[config.mk]
export PLATFORM = sky130hd
export DESIGN_NAME = can_tx_stage
export DESIGN_NICKNAME = d
export VERILOG_FILES = /design/src/rtl/can_txs_pkg.sv /design/src/rtl/can_txs_len_decode.sv /design/src/rtl/can_txs_queue.sv /design/src/rtl/can_tx_stage.sv
export SDC_FILE = /design/constraint.sdc
export NUM_CORES = 2
export LEC_CHECK = 0
export BUFFER_PORTS_ARGS = -buffer_cell sky130_fd_sc_hd__buf_2
export CORE_MARGIN = 3
export CORE_UTILIZATION = 58
export DETAILED_ROUTE_END_ITERATION = 10
export GPL_ROUTABILITY_DRIVEN = 0
export PLACE_DENSITY = 0.76
export REMOVE_ABC_BUFFERS = 1
export SYNTH_ARGS = -nofsm -noshare
export SYNTH_HDL_FRONTEND = slang
export SYNTH_HIERARCHICAL = 1
export SYNTH_SLANG_ARGS = --single-unit
[constraint.sdc]
create_clock -name clk -period 2.3 [get_ports clk]
set_input_delay 0.345 -clock clk [delete_from_list [all_inputs] [get_ports clk]]
set_output_delay 0.345 -clock clk [all_outputs]
set_load 0.02 [all_outputs]
[src/rtl/can_txs_pkg.sv]
package can_txs_pkg;

    localparam int WORD_W  = 32;
    localparam int NWORDS  = 16;
    localparam int WCNT_W  = 5;
    localparam int DATA_W  = NWORDS * WORD_W;

    // host address map (byte offsets)
    localparam logic [11:0] OFF_ID      = 12'h0C0;
    localparam logic [11:0] OFF_CTRL    = 12'h0C4;
    localparam logic [11:0] OFF_DATA_LO = 12'h0C8;
    localparam logic [11:0] OFF_STATUS  = 12'h0D0;
    localparam logic [11:0] OFF_DATA_HI = 12'h108;
    localparam int          HI_FIRST    = 2;

    // control word bit positions
    localparam int CB_RTR    = 4;
    localparam int CB_SINGLE = 24;
    localparam int CB_BRS    = 29;
    localparam int CB_FD     = 30;

    typedef enum logic {
        ST_STAGE = 1'b0,
        ST_PUSH  = 1'b1
    } stage_state_e;

    typedef struct packed {
        logic [WORD_W-1:0] id;
        logic [WORD_W-1:0] ctrl;
        logic [WCNT_W-1:0] words;
        logic [DATA_W-1:0] data;
    } tx_entry_t;

endpackage

[src/rtl/can_txs_len_decode.sv]
module can_txs_len_decode
    import can_txs_pkg::*;
(
    input  logic [3:0]        dlc,
    input  logic              fd,
    output logic [WCNT_W-1:0] words,
    output logic [NWORDS-1:0] word_mask
);

    always_comb begin
        words = WCNT_W'(2);
        if (fd) begin
            unique case (dlc)
                4'd9:    words = WCNT_W'(3);
                4'd10:   words = WCNT_W'(4);
                4'd11:   words = WCNT_W'(5);
                4'd12:   words = WCNT_W'(6);
                4'd13:   words = WCNT_W'(8);
                4'd14:   words = WCNT_W'(12);
                4'd15:   words = WCNT_W'(16);
                default: words = WCNT_W'(2);
            endcase
        end
    end

    for (genvar g = 0; g < NWORDS; g++) begin : g_mask
        assign word_mask[g] = (WCNT_W'(g) < words);
    end

endmodule

[src/rtl/can_txs_queue.sv]
module can_txs_queue #(
    parameter  int DEPTH = 4,
    parameter  int W     = 8,
    localparam int PTR_W = (DEPTH > 1) ? $clog2(DEPTH) : 1,
    localparam int CNT_W = $clog2(DEPTH + 1)
) (
    input  logic             clk,
    input  logic             rst_n,
    input  logic             push,
    input  logic [W-1:0]     push_data,
    input  logic             pop,
    output logic [W-1:0]     head,
    output logic [CNT_W-1:0] count,
    output logic             full,
    output logic             empty
);

    logic [W-1:0]     mem [DEPTH];
    logic [PTR_W-1:0] wptr, rptr;
    logic             do_push, do_pop;

    assign full    = (count == CNT_W'(DEPTH));
    assign empty   = (count == '0);
    assign do_push = push && !full;
    assign do_pop  = pop && !empty;
    assign head    = mem[rptr];

    function automatic logic [PTR_W-1:0] nxt(input logic [PTR_W-1:0] p);
        return (p == PTR_W'(DEPTH - 1)) ? '0 : p + 1'b1;
    endfunction

    always_ff @(posedge clk or negedge rst_n) begin
        if (!rst_n) begin
            wptr  <= '0;
            rptr  <= '0;
            count <= '0;
        end else begin
            if (do_push) wptr <= nxt(wptr);
            if (do_pop)  rptr <= nxt(rptr);
            if (do_push && !do_pop)      count <= count + 1'b1;
            else if (do_pop && !do_push) count <= count - 1'b1;
        end
    end

    always_ff @(posedge clk or negedge rst_n) begin
        if (!rst_n) begin
            for (int i = 0; i < DEPTH; i++) mem[i] <= '0;
        end else if (do_push) begin
            mem[wptr] <= push_data;
        end
    end

endmodule

[src/rtl/can_tx_stage.sv]
module can_tx_stage
    import can_txs_pkg::*;
#(
    parameter  int DEPTH  = 4,
    parameter  int ADDR_W = 12,
    localparam int CNT_W  = $clog2(DEPTH + 1)
) (
    input  logic              clk,
    input  logic              rst_n,
    input  logic              wr_en,
    input  logic [ADDR_W-1:0] wr_addr,
    input  logic [31:0]       wr_data,
    output logic              tx_valid,
    input  logic              tx_ready,
    output logic [31:0]       tx_id,
    output logic [31:0]       tx_ctrl,
    output logic [4:0]        tx_words,
    output logic [DATA_W-1:0] tx_data,
    output logic [CNT_W-1:0]  fill_count,
    output logic              queue_full,
    output logic              overflow
);

    localparam int ENTRY_W = $bits(tx_entry_t);
    localparam int HI_SPAN = (NWORDS - HI_FIRST - 1) * 4;

    // ---------------- address decode ----------------
    logic              id_wr, ctrl_wr, stat_wr, data_wr;
    logic [3:0]        data_idx;
    logic [ADDR_W-1:0] hi_rel;

    assign hi_rel  = wr_addr - ADDR_W'(OFF_DATA_HI);
    assign id_wr   = wr_en && (wr_addr == ADDR_W'(OFF_ID));
    assign ctrl_wr = wr_en && (wr_addr == ADDR_W'(OFF_CTRL));
    assign stat_wr = wr_en && (wr_addr == ADDR_W'(OFF_STATUS));

    always_comb begin
        data_wr  = 1'b0;
        data_idx = '0;
        if (wr_en) begin
            if (wr_addr == ADDR_W'(OFF_DATA_LO)) begin
                data_wr  = 1'b1;
                data_idx = 4'd0;
            end else if (wr_addr == ADDR_W'(OFF_DATA_LO) + ADDR_W'(4)) begin
                data_wr  = 1'b1;
                data_idx = 4'd1;
            end else if (wr_addr >= ADDR_W'(OFF_DATA_HI) &&
                         hi_rel <= ADDR_W'(HI_SPAN) && wr_addr[1:0] == 2'b00) begin
                data_wr  = 1'b1;
                data_idx = 4'(hi_rel >> 2) + 4'(HI_FIRST);
            end
        end
    end

    // ---------------- staging registers ----------------
    logic [31:0] id_q, ctrl_q;
    logic [31:0] data_q [NWORDS];

    always_ff @(posedge clk or negedge rst_n) begin
        if (!rst_n) begin
            id_q   <= '0;
            ctrl_q <= '0;
            for (int i = 0; i < NWORDS; i++) data_q[i] <= '0;
        end else begin
            if (id_wr)   id_q   <= wr_data;
            if (ctrl_wr) ctrl_q <= wr_data;
            if (data_wr) data_q[data_idx] <= wr_data;
        end
    end

    // ---------------- commit sequencer ----------------
    stage_state_e state_q, state_d;
    logic         commit;

    always_ff @(posedge clk or negedge rst_n) begin
        if (!rst_n) state_q <= ST_STAGE;
        else        state_q <= state_d;
    end

    always_comb begin
        state_d = state_q;
        commit  = 1'b0;
        unique case (state_q)
            ST_STAGE: begin
                if (id_wr) state_d = ST_PUSH;          // id_written
            end
            ST_PUSH: begin
                commit  = 1'b1;
                state_d = id_wr ? ST_PUSH : ST_STAGE;  // back_to_back / pushed
            end
            default: state_d = ST_STAGE;
        endcase
    end

    // ---------------- entry formation ----------------
    logic [WCNT_W-1:0] len_words;
    logic [NWORDS-1:0] len_mask;
    tx_entry_t         new_entry, head_entry;
    logic [31:0]       ctrl_eff;

    can_txs_len_decode u_len (
        .dlc       (ctrl_q[3:0]),
        .fd        (ctrl_q[CB_FD]),
        .words     (len_words),
        .word_mask (len_mask)
    );

    always_comb begin
        ctrl_eff = ctrl_q;
        if (ctrl_q[CB_FD]) ctrl_eff[CB_RTR] = 1'b0;
    end

    assign new_entry.id    = id_q;
    assign new_entry.ctrl  = ctrl_eff;
    assign new_entry.words = len_words;

    for (genvar g = 0; g < NWORDS; g++) begin : g_word
        assign new_entry.data[g*WORD_W +: WORD_W] = len_mask[g] ? data_q[g] : '0;
    end

    // ---------------- queue ----------------
    logic q_empty;

    can_txs_queue #(.DEPTH(DEPTH), .W(ENTRY_W)) u_queue (
        .clk       (clk),
        .rst_n     (rst_n),
        .push      (commit),
        .push_data (new_entry),
        .pop       (tx_ready),
        .head      (head_entry),
        .count     (fill_count),
        .full      (queue_full),
        .empty     (q_empty)
    );

    assign tx_valid = !q_empty;
    assign tx_id    = head_entry.id;
    assign tx_ctrl  = head_entry.ctrl;
    assign tx_words = head_entry.words;
    assign tx_data  = head_entry.data;

    // ---------------- sticky overflow ----------------
    always_ff @(posedge clk or negedge rst_n) begin
        if (!rst_n)                          overflow <= 1'b0;
        else if (commit && queue_full)       overflow <= 1'b1;
        else if (stat_wr && wr_data[0])      overflow <= 1'b0;
    end

endmodule

# [Yosys cells after proc, flatten, opt, wreduce, memory -nomap -nowiden]
# Index checks and enable logic that the tools add are counted.
[classes] n_eq_ne=15 bitwise_logic=3 order_cmp=23 n_addsub=6 n_shift=0 n_mul=0 n_reduce_logical=21 mux=44 n_div=0
[ops] operator="$bwmux 2324" count=1
[ops] operator="$mux 581" count=3
[ops] operator="$bmux 581 s2" count=1
[ops] operator="$demux 581 s2" count=1
[ops] operator="$mux 32" count=17
[ops] operator="$bwmux 512" count=1
[ops] operator="$demux 32 s4" count=1
[ops] operator="$eq 12x8->1 const B" count=5
[ops] operator="$lt 4x5->1 const A" count=8
[ops] operator="$pmux 5 s7" count=1
[ops] operator="$eq 4x4->1 const B" count=7
[ops] operator="$lt 3x5->1 const A" count=4
[ops] operator="$mux 4" count=4
[ops] operator="$logic_and 1x1->1" count=13
[ops] operator="$ge 12x9->1 const B" count=1
[ops] operator="$le 12x6->1 const B" count=1
[ops] operator="$sub 12x9->12 const B" count=1
[ops] operator="$lt 1x5->1 const A" count=2
[ops] operator="$lt 2x5->1 const A" count=2
[ops] operator="$mux 1" count=9
[ops] operator="$ge 3x3->1 const B" count=2
[ops] operator="$mux 3" count=2
[ops] operator="$not 2->3" count=2
[ops] operator="$ge 5x5->1 const B" count=1
[ops] operator="15 further kinds" count=22
[totals] n_memories=0 mem_bits_ro=0 latch_bits=0 inputBits=48 ram_bits=0 word_cells=139 reg_bits=2909 out_inout_bits=587

# [Depth between registers and ports, before layout]
[depth] word_depth=14 mapped_depth=10

# [Modules after synthesis]
# The synthesis kept the hierarchy.
[by_module_without_submodules] mod="can_txs_queue" n_inst=1 seq_area_each_um2=58330.9 area_each_um2=99686.9 cells_each=5655
[by_module_without_submodules] mod="can_tx_stage" n_inst=1 seq_area_each_um2=14463.9 area_each_um2=25305.5 cells_each=1875
[by_module_without_submodules] mod="can_txs_len_decode" n_inst=1 seq_area_each_um2=0.0 area_each_um2=207.7 cells_each=35

# [Worst setup path before layout]
# No wires, ideal clock.
[synth_timing] kind="input-to-reg" from="in wr_addr[3]" to="reg data_q[449] in the netlist's numbering" stages=9 path_buffers=2 required_time_ns=2.175 slack_ns=-0.087 arrival_ns=2.262 path_cell_list="inv_1 -> ha_1 -> xnor2_1 -> xnor2_1 -> buf_2 -> nor2_1 -> a32o_1 -> buf_2 -> mux2_2"
[synth_via] elab_chain_len=14 word_cells_on_any_way=23 classes_between="add/sub: 2; order compare: 4; eq/ne: 2; mux: 11; bitwise: 1; reduce/logical: 3"
[synth_rtl] item="start, declared" line_no="can_tx_stage.sv:11" text="input logic [ADDR_W-1:0] wr_addr,"
[synth_rtl] item="$sub 12x9->12" line_no="can_tx_stage.sv:32" text="assign hi_rel = wr_addr - ADDR_W'(OFF_DATA_HI);"
[synth_rtl] item="$le 12x6->1" line_no="can_tx_stage.sv:48" text="hi_rel <= ADDR_W'(HI_SPAN) && wr_addr[1:0] == 2'b00) begin"
[synth_rtl] item="$logic_and 1x1->1" line_no="can_tx_stage.sv:47" text="end else if (wr_addr >= ADDR_W'(OFF_DATA_HI) &&"
[synth_rtl] item="$logic_and 1x1->1" line_no="can_tx_stage.sv:48"
[synth_rtl] item="$mux 4" line_no="can_tx_stage.sv:47"
[synth_rtl] item="$mux 4" line_no="can_tx_stage.sv:44" text="end else if (wr_addr == ADDR_W'(OFF_DATA_LO) + ADDR_W'(4)) begin"
[synth_rtl] item="$mux 4" line_no="can_tx_stage.sv:41" text="if (wr_addr == ADDR_W'(OFF_DATA_LO)) begin"
[synth_rtl] item="$mux 4" line_no="can_tx_stage.sv:40" text="if (wr_en) begin"
[synth_rtl] item="$not 4->5 (implied by the code)" line_no="can_tx_stage.sv:67" text="if (data_wr) data_q[data_idx] <= wr_data;"
[synth_rtl] item="$ge 5x5->1 (implied by the code) or $lt 5x1->1 (tied branches)" line_no="can_tx_stage.sv:67"
[synth_rtl] item="$logic_and 1x1->1 (implied by the code)" line_no="can_tx_stage.sv:67"
[synth_rtl] item="$mux 32 (implied by the code)" line_no="can_tx_stage.sv:67"
[synth_rtl] item="$demux 32 s4" line_no="can_tx_stage.sv:67"
[synth_rtl] item="$bwmux 512" line_no="can_tx_stage.sv:67"
[synth_rtl] item="end signal, assigned by index" line_no="can_tx_stage.sv:67"
[synth_rtl] item="end, declared" line_no="can_tx_stage.sv:57" text="logic [31:0] data_q [NWORDS];"
# Several ways; a longest one is shown, not always the timed one.
# A chain may end at the register's enable or synchronous reset.

# [Worst setup path after layout]
[layout_timing] from="reg u_queue.rptr[0]" to="out tx_data[298]"
[layout_via] elab_chain_len=4
[layout_rtl] item="start, declared" line_no="can_txs_queue.sv:19" text="logic [PTR_W-1:0] wptr, rptr;"
[layout_rtl] item="start signal, assigned" line_no="can_txs_queue.sv:39" text="if (do_pop) rptr <= nxt(rptr);"
[layout_rtl] item="$not 2->3 (implied by the code)" line_no="can_txs_queue.sv:26" text="assign head = mem[rptr];"
[layout_rtl] item="$bmux 581 s2" line_no="can_txs_queue.sv:26"
[layout_rtl] item="$mux 581 (implied by the code) (2 in series)" line_no="can_txs_queue.sv:26"
[layout_rtl] item="end, declared" line_no="can_tx_stage.sv:18" text="output logic [DATA_W-1:0] tx_data,"
# No other way between the ends. The select of a mux whose other input is x is not followed.

==> impl_metrics.ini <==
[run_status]
status = finished, violations left
violations = negative setup slack

[global_routing]
grtUsageMet2_pct = 48.0
grtUsageMet1_pct = 43.3
grtUsageMet3_pct = 4.93
gr-usage-all-layers_pct = 30.6
grt-busiest-layer = met2
grt_first_pass_wirelength_um = 509000
antenna_found_initial = 42
grt_pass1_vias = 77578
grt_max_degree = 107
grt_overflow = 0

[critical_path]
startpoint_type = flip-flop
required_ps = 1960
slowest_stage = mux4_2
cp.arrival_ps = 2830
rr_worst_depth = 9
crit_chain = buf_12, clkbuf_16, buf_6, mux4_2, buf_4
path_class = flip-flop to output port
rr_startpoint = u_queue/count[2]
critPathMaxStageDelay_ps = 620
worstSetupStartpoint = u_queue/rptr[0]
endpoint = tx_data[298]
cp-end-kind = output port
timing.rr.end = u_queue/count[2]
ff2ff_setup_slack_ps = -310
worstPathMaxFanout = 7

[drt]
drt-total-wl_um = 342000
drtAntennaViolNets = 0
drt_iter0_drc = 5502
post_drt_via_cell_ratio = 6.20
route.detailed.drc = 0
wl_per_cell_um = 29.5
vias = 71936
first_pass_iters = 5

[die]
coreArea_um2 = 213000
die_h_um = 471
die-width_um = 471
io_pins = 635
core.rowCount = 169
die_area_um2 = 221000
start_util_pct = 58.7

[synthesis]
synth-main-ff-cell = dfrtp_1
yosys_warnings = 6
synth_seq_area_share_pct = 58.1
synthCells = 7565
synth.area.top_cells = dfrtp_1 (58%), mux2_2 (26%), mux4_2 (10%)
syn_area_um2 = 125000
synthMuxAreaShare_pct = 36.6
async_reset_ff_share_pct = 100
synth_top_cell_by_area = dfrtp_1
yosys-top-cells-count = dfrtp_1 (2909), mux2_2 (2843), mux4_2 (581)
synth_cell_types = 46
syn_avg_cell_area_um2 = 16.5
synthSimpleGateAreaFrac_pct = 3.02
synth_top_area_share_pct = 58.1
yosys.area_share.xor_xnor_pct = 0.0420
synth_top_family_by_area = multiplexers
synth_edf_count = 0
synth_compound_area_share_pct = 0.107
synth-adder-area-share_pct = 0.0959
ys_ff_latch = 2909
yosysMostFrequentCell = dfrtp_1

[flow_run]
drv_cap = 0

[final_layout]
areaGrowthSynthToFinish_pct = 19.4
fill_cells = 13392
fin_nets = 8589
drive_gt1_share_pct = 58.4

[place]
dpl.hpwl_um = 214000
port-buffer-count = 634
preCtsSetupSlack_ps = -518

[worst_hold_path]
hold_class = input pin to flip-flop

[clocking]
clk_pin_slew_ps = 60
cts_num_sinks = 2909
clockBufferDepth = 4
root_buffer = clkbuf_16
cts_tree = yes
clk_latency_ps = 950
h-tree-depth = 5
numCtsBuffers = 314

[sta]
fin_crit_ps = 3170
rsz0062_at_grt = yes
report.final.slew_viol_count = 0
period_share_pct = 138
setup_violations = 584
worst_pin_slew_ps = 1220
fmax_ghz = 0.315
slew_headroom_pct = 19.0
fin_ws_ps = -874
fin_skew_ps = 60.2
hold_violations = 0
holdWs_ps = 111

[power]
ir_drop_v = 0.000779
p_leak_nw = 74.5
power_density_nw_per_um2 = 811
==> critical path: cells and delay by family, from the launching register on <==
| kind | cells | cell delay [ps] |
|---|---|---|
| muxes | 1 | 620 |
| buffers and inverters | 4 | 800 |
| DFF | 1 | 480 |
==> sequential cells by signal (all words and copies together) (netlist names) <==
signal	flops
u_queue/mem	2324
data_q	512
ctrl_q	32
id_q	32
u_queue/count	3
u_queue/rptr	2
u_queue/wptr	2
overflow	1
state_q	1
==> where the power goes <==
part | internal [mW] | total (mW) | leakage (nW) | switching (mW)
Sequential | 51.3 | 51.4 | 40.6 | 0.140
Clock | 29.8 | 50.0 | 5.03 | 20.2
Combinational | 9.92 | 19.8 | 28.8 | 9.87
Total | 91.0 | 121 | 74.5 | 30.2
==> cells in the final DEF, fill, tap and decap left out, types with 4 or more instances in the layout <==
| cell type | instances |
|---|---|
| dfrtp_1 | 2907 |
| mux2_2 | 2843 |
| mux4_2 | 581 |
| and2_1 | 517 |
| buf_2 | 423 |
| clkbuf_16 | 350 |
| buf_4 | 239 |
| buf_12 | 219 |
| buf_6 | 204 |
| clkbuf_8 | 77 |
| clkbuf_1 | 64 |
| mux2_1 | 61 |
| buf_16 | 50 |
| clkinv_2 | 42 |
| diode_2 | 17 |
| bufinv_16 | 14 |
| nand2_1 | 12 |
| inv_1 | 11 |
| buf_8 | 10 |
| clkinvlp_4 | 9 |
| nor2_1 | 8 |
| ha_1 | 8 |
| dlygate4sd3_1 | 8 |
| nor3_1 | 6 |
| a21oi_1 | 6 |
| nand4_4 | 6 |
| inv_6 | 6 |
| nor2_2 | 5 |
| nor2b_1 | 4 |
| nand4_1 | 4 |
| nand3_2 | 4 |
| nor2_4 | 4 |
==> timing repair <==
action,in CTS,in global routing
setup endpoints to repair,584,584
gates cloned,25,31
hold buffers,8,0
endpoints found under the hold margin,2199,0
resized for setup,194,330
buffers inserted,21,23
==> area by class of cell <==
cell class              instances  area, um2  share of cell area (%)
diodes                         17       42.5                  0.0285
clock buffers                 465       9410                    6.29
clock inverters                75        793                   0.531
inverters                      11       41.3                  0.0276
multi-input cells            4114      49900                    33.4
flip-flops and latches       2909      72800                    48.7
well taps                    2821       3530                    2.36
repair buffers               1182      12900                    8.66
==> how the worst min path moves through the flow <==
stage,startpoint,to,cells after the start
final,wr_data[14],data_q[206],2
after global routing,wr_data[14],data_q[206],2
after CTS,wr_data[14],data_q[206],2
after detailed placement,rst_n,u_queue/mem[2304],1
after global placement,rst_n,u_queue/mem[561],1
after floorplan,rst_n,ctrl_q[0],0
==> metal layers <==
metal,vias to the layer above,part of all wire (%)
met5,-,0.0099
met3,569,6.2
met1,39322,42
met2,2400,48
met4,6,4.1
li1,29639,-
==> metrics by stage <==
step,utilization [%],instance area (um2),power [mW],setup TNS (ps),instances
after global routing,70.1,149000,125,-482600,11580
after floorplan,-,123000,54.5,-,7034
final,70.1,150000,121,-437240,11594
after detailed placement,63.6,136000,67.1,-224910,10932
after CTS,69.2,148000,120,-479030,11526
after global placement,63.6,136000,67.1,-207930,10932
==> cell families (layout without fill, tap and decap cells) <==
group | count (synthesis) | count (layout)
xor+xnor | 6 | 6
buf+inv | 543 | 1733
simple gates | 594 | 594
flops | 2909 | 2909
compound gates | 18 | 18
other cells | 1 | 19
mux | 3485 | 3485
fa+ha+maj | 9 | 9
(Power assumes the default switching activity.)
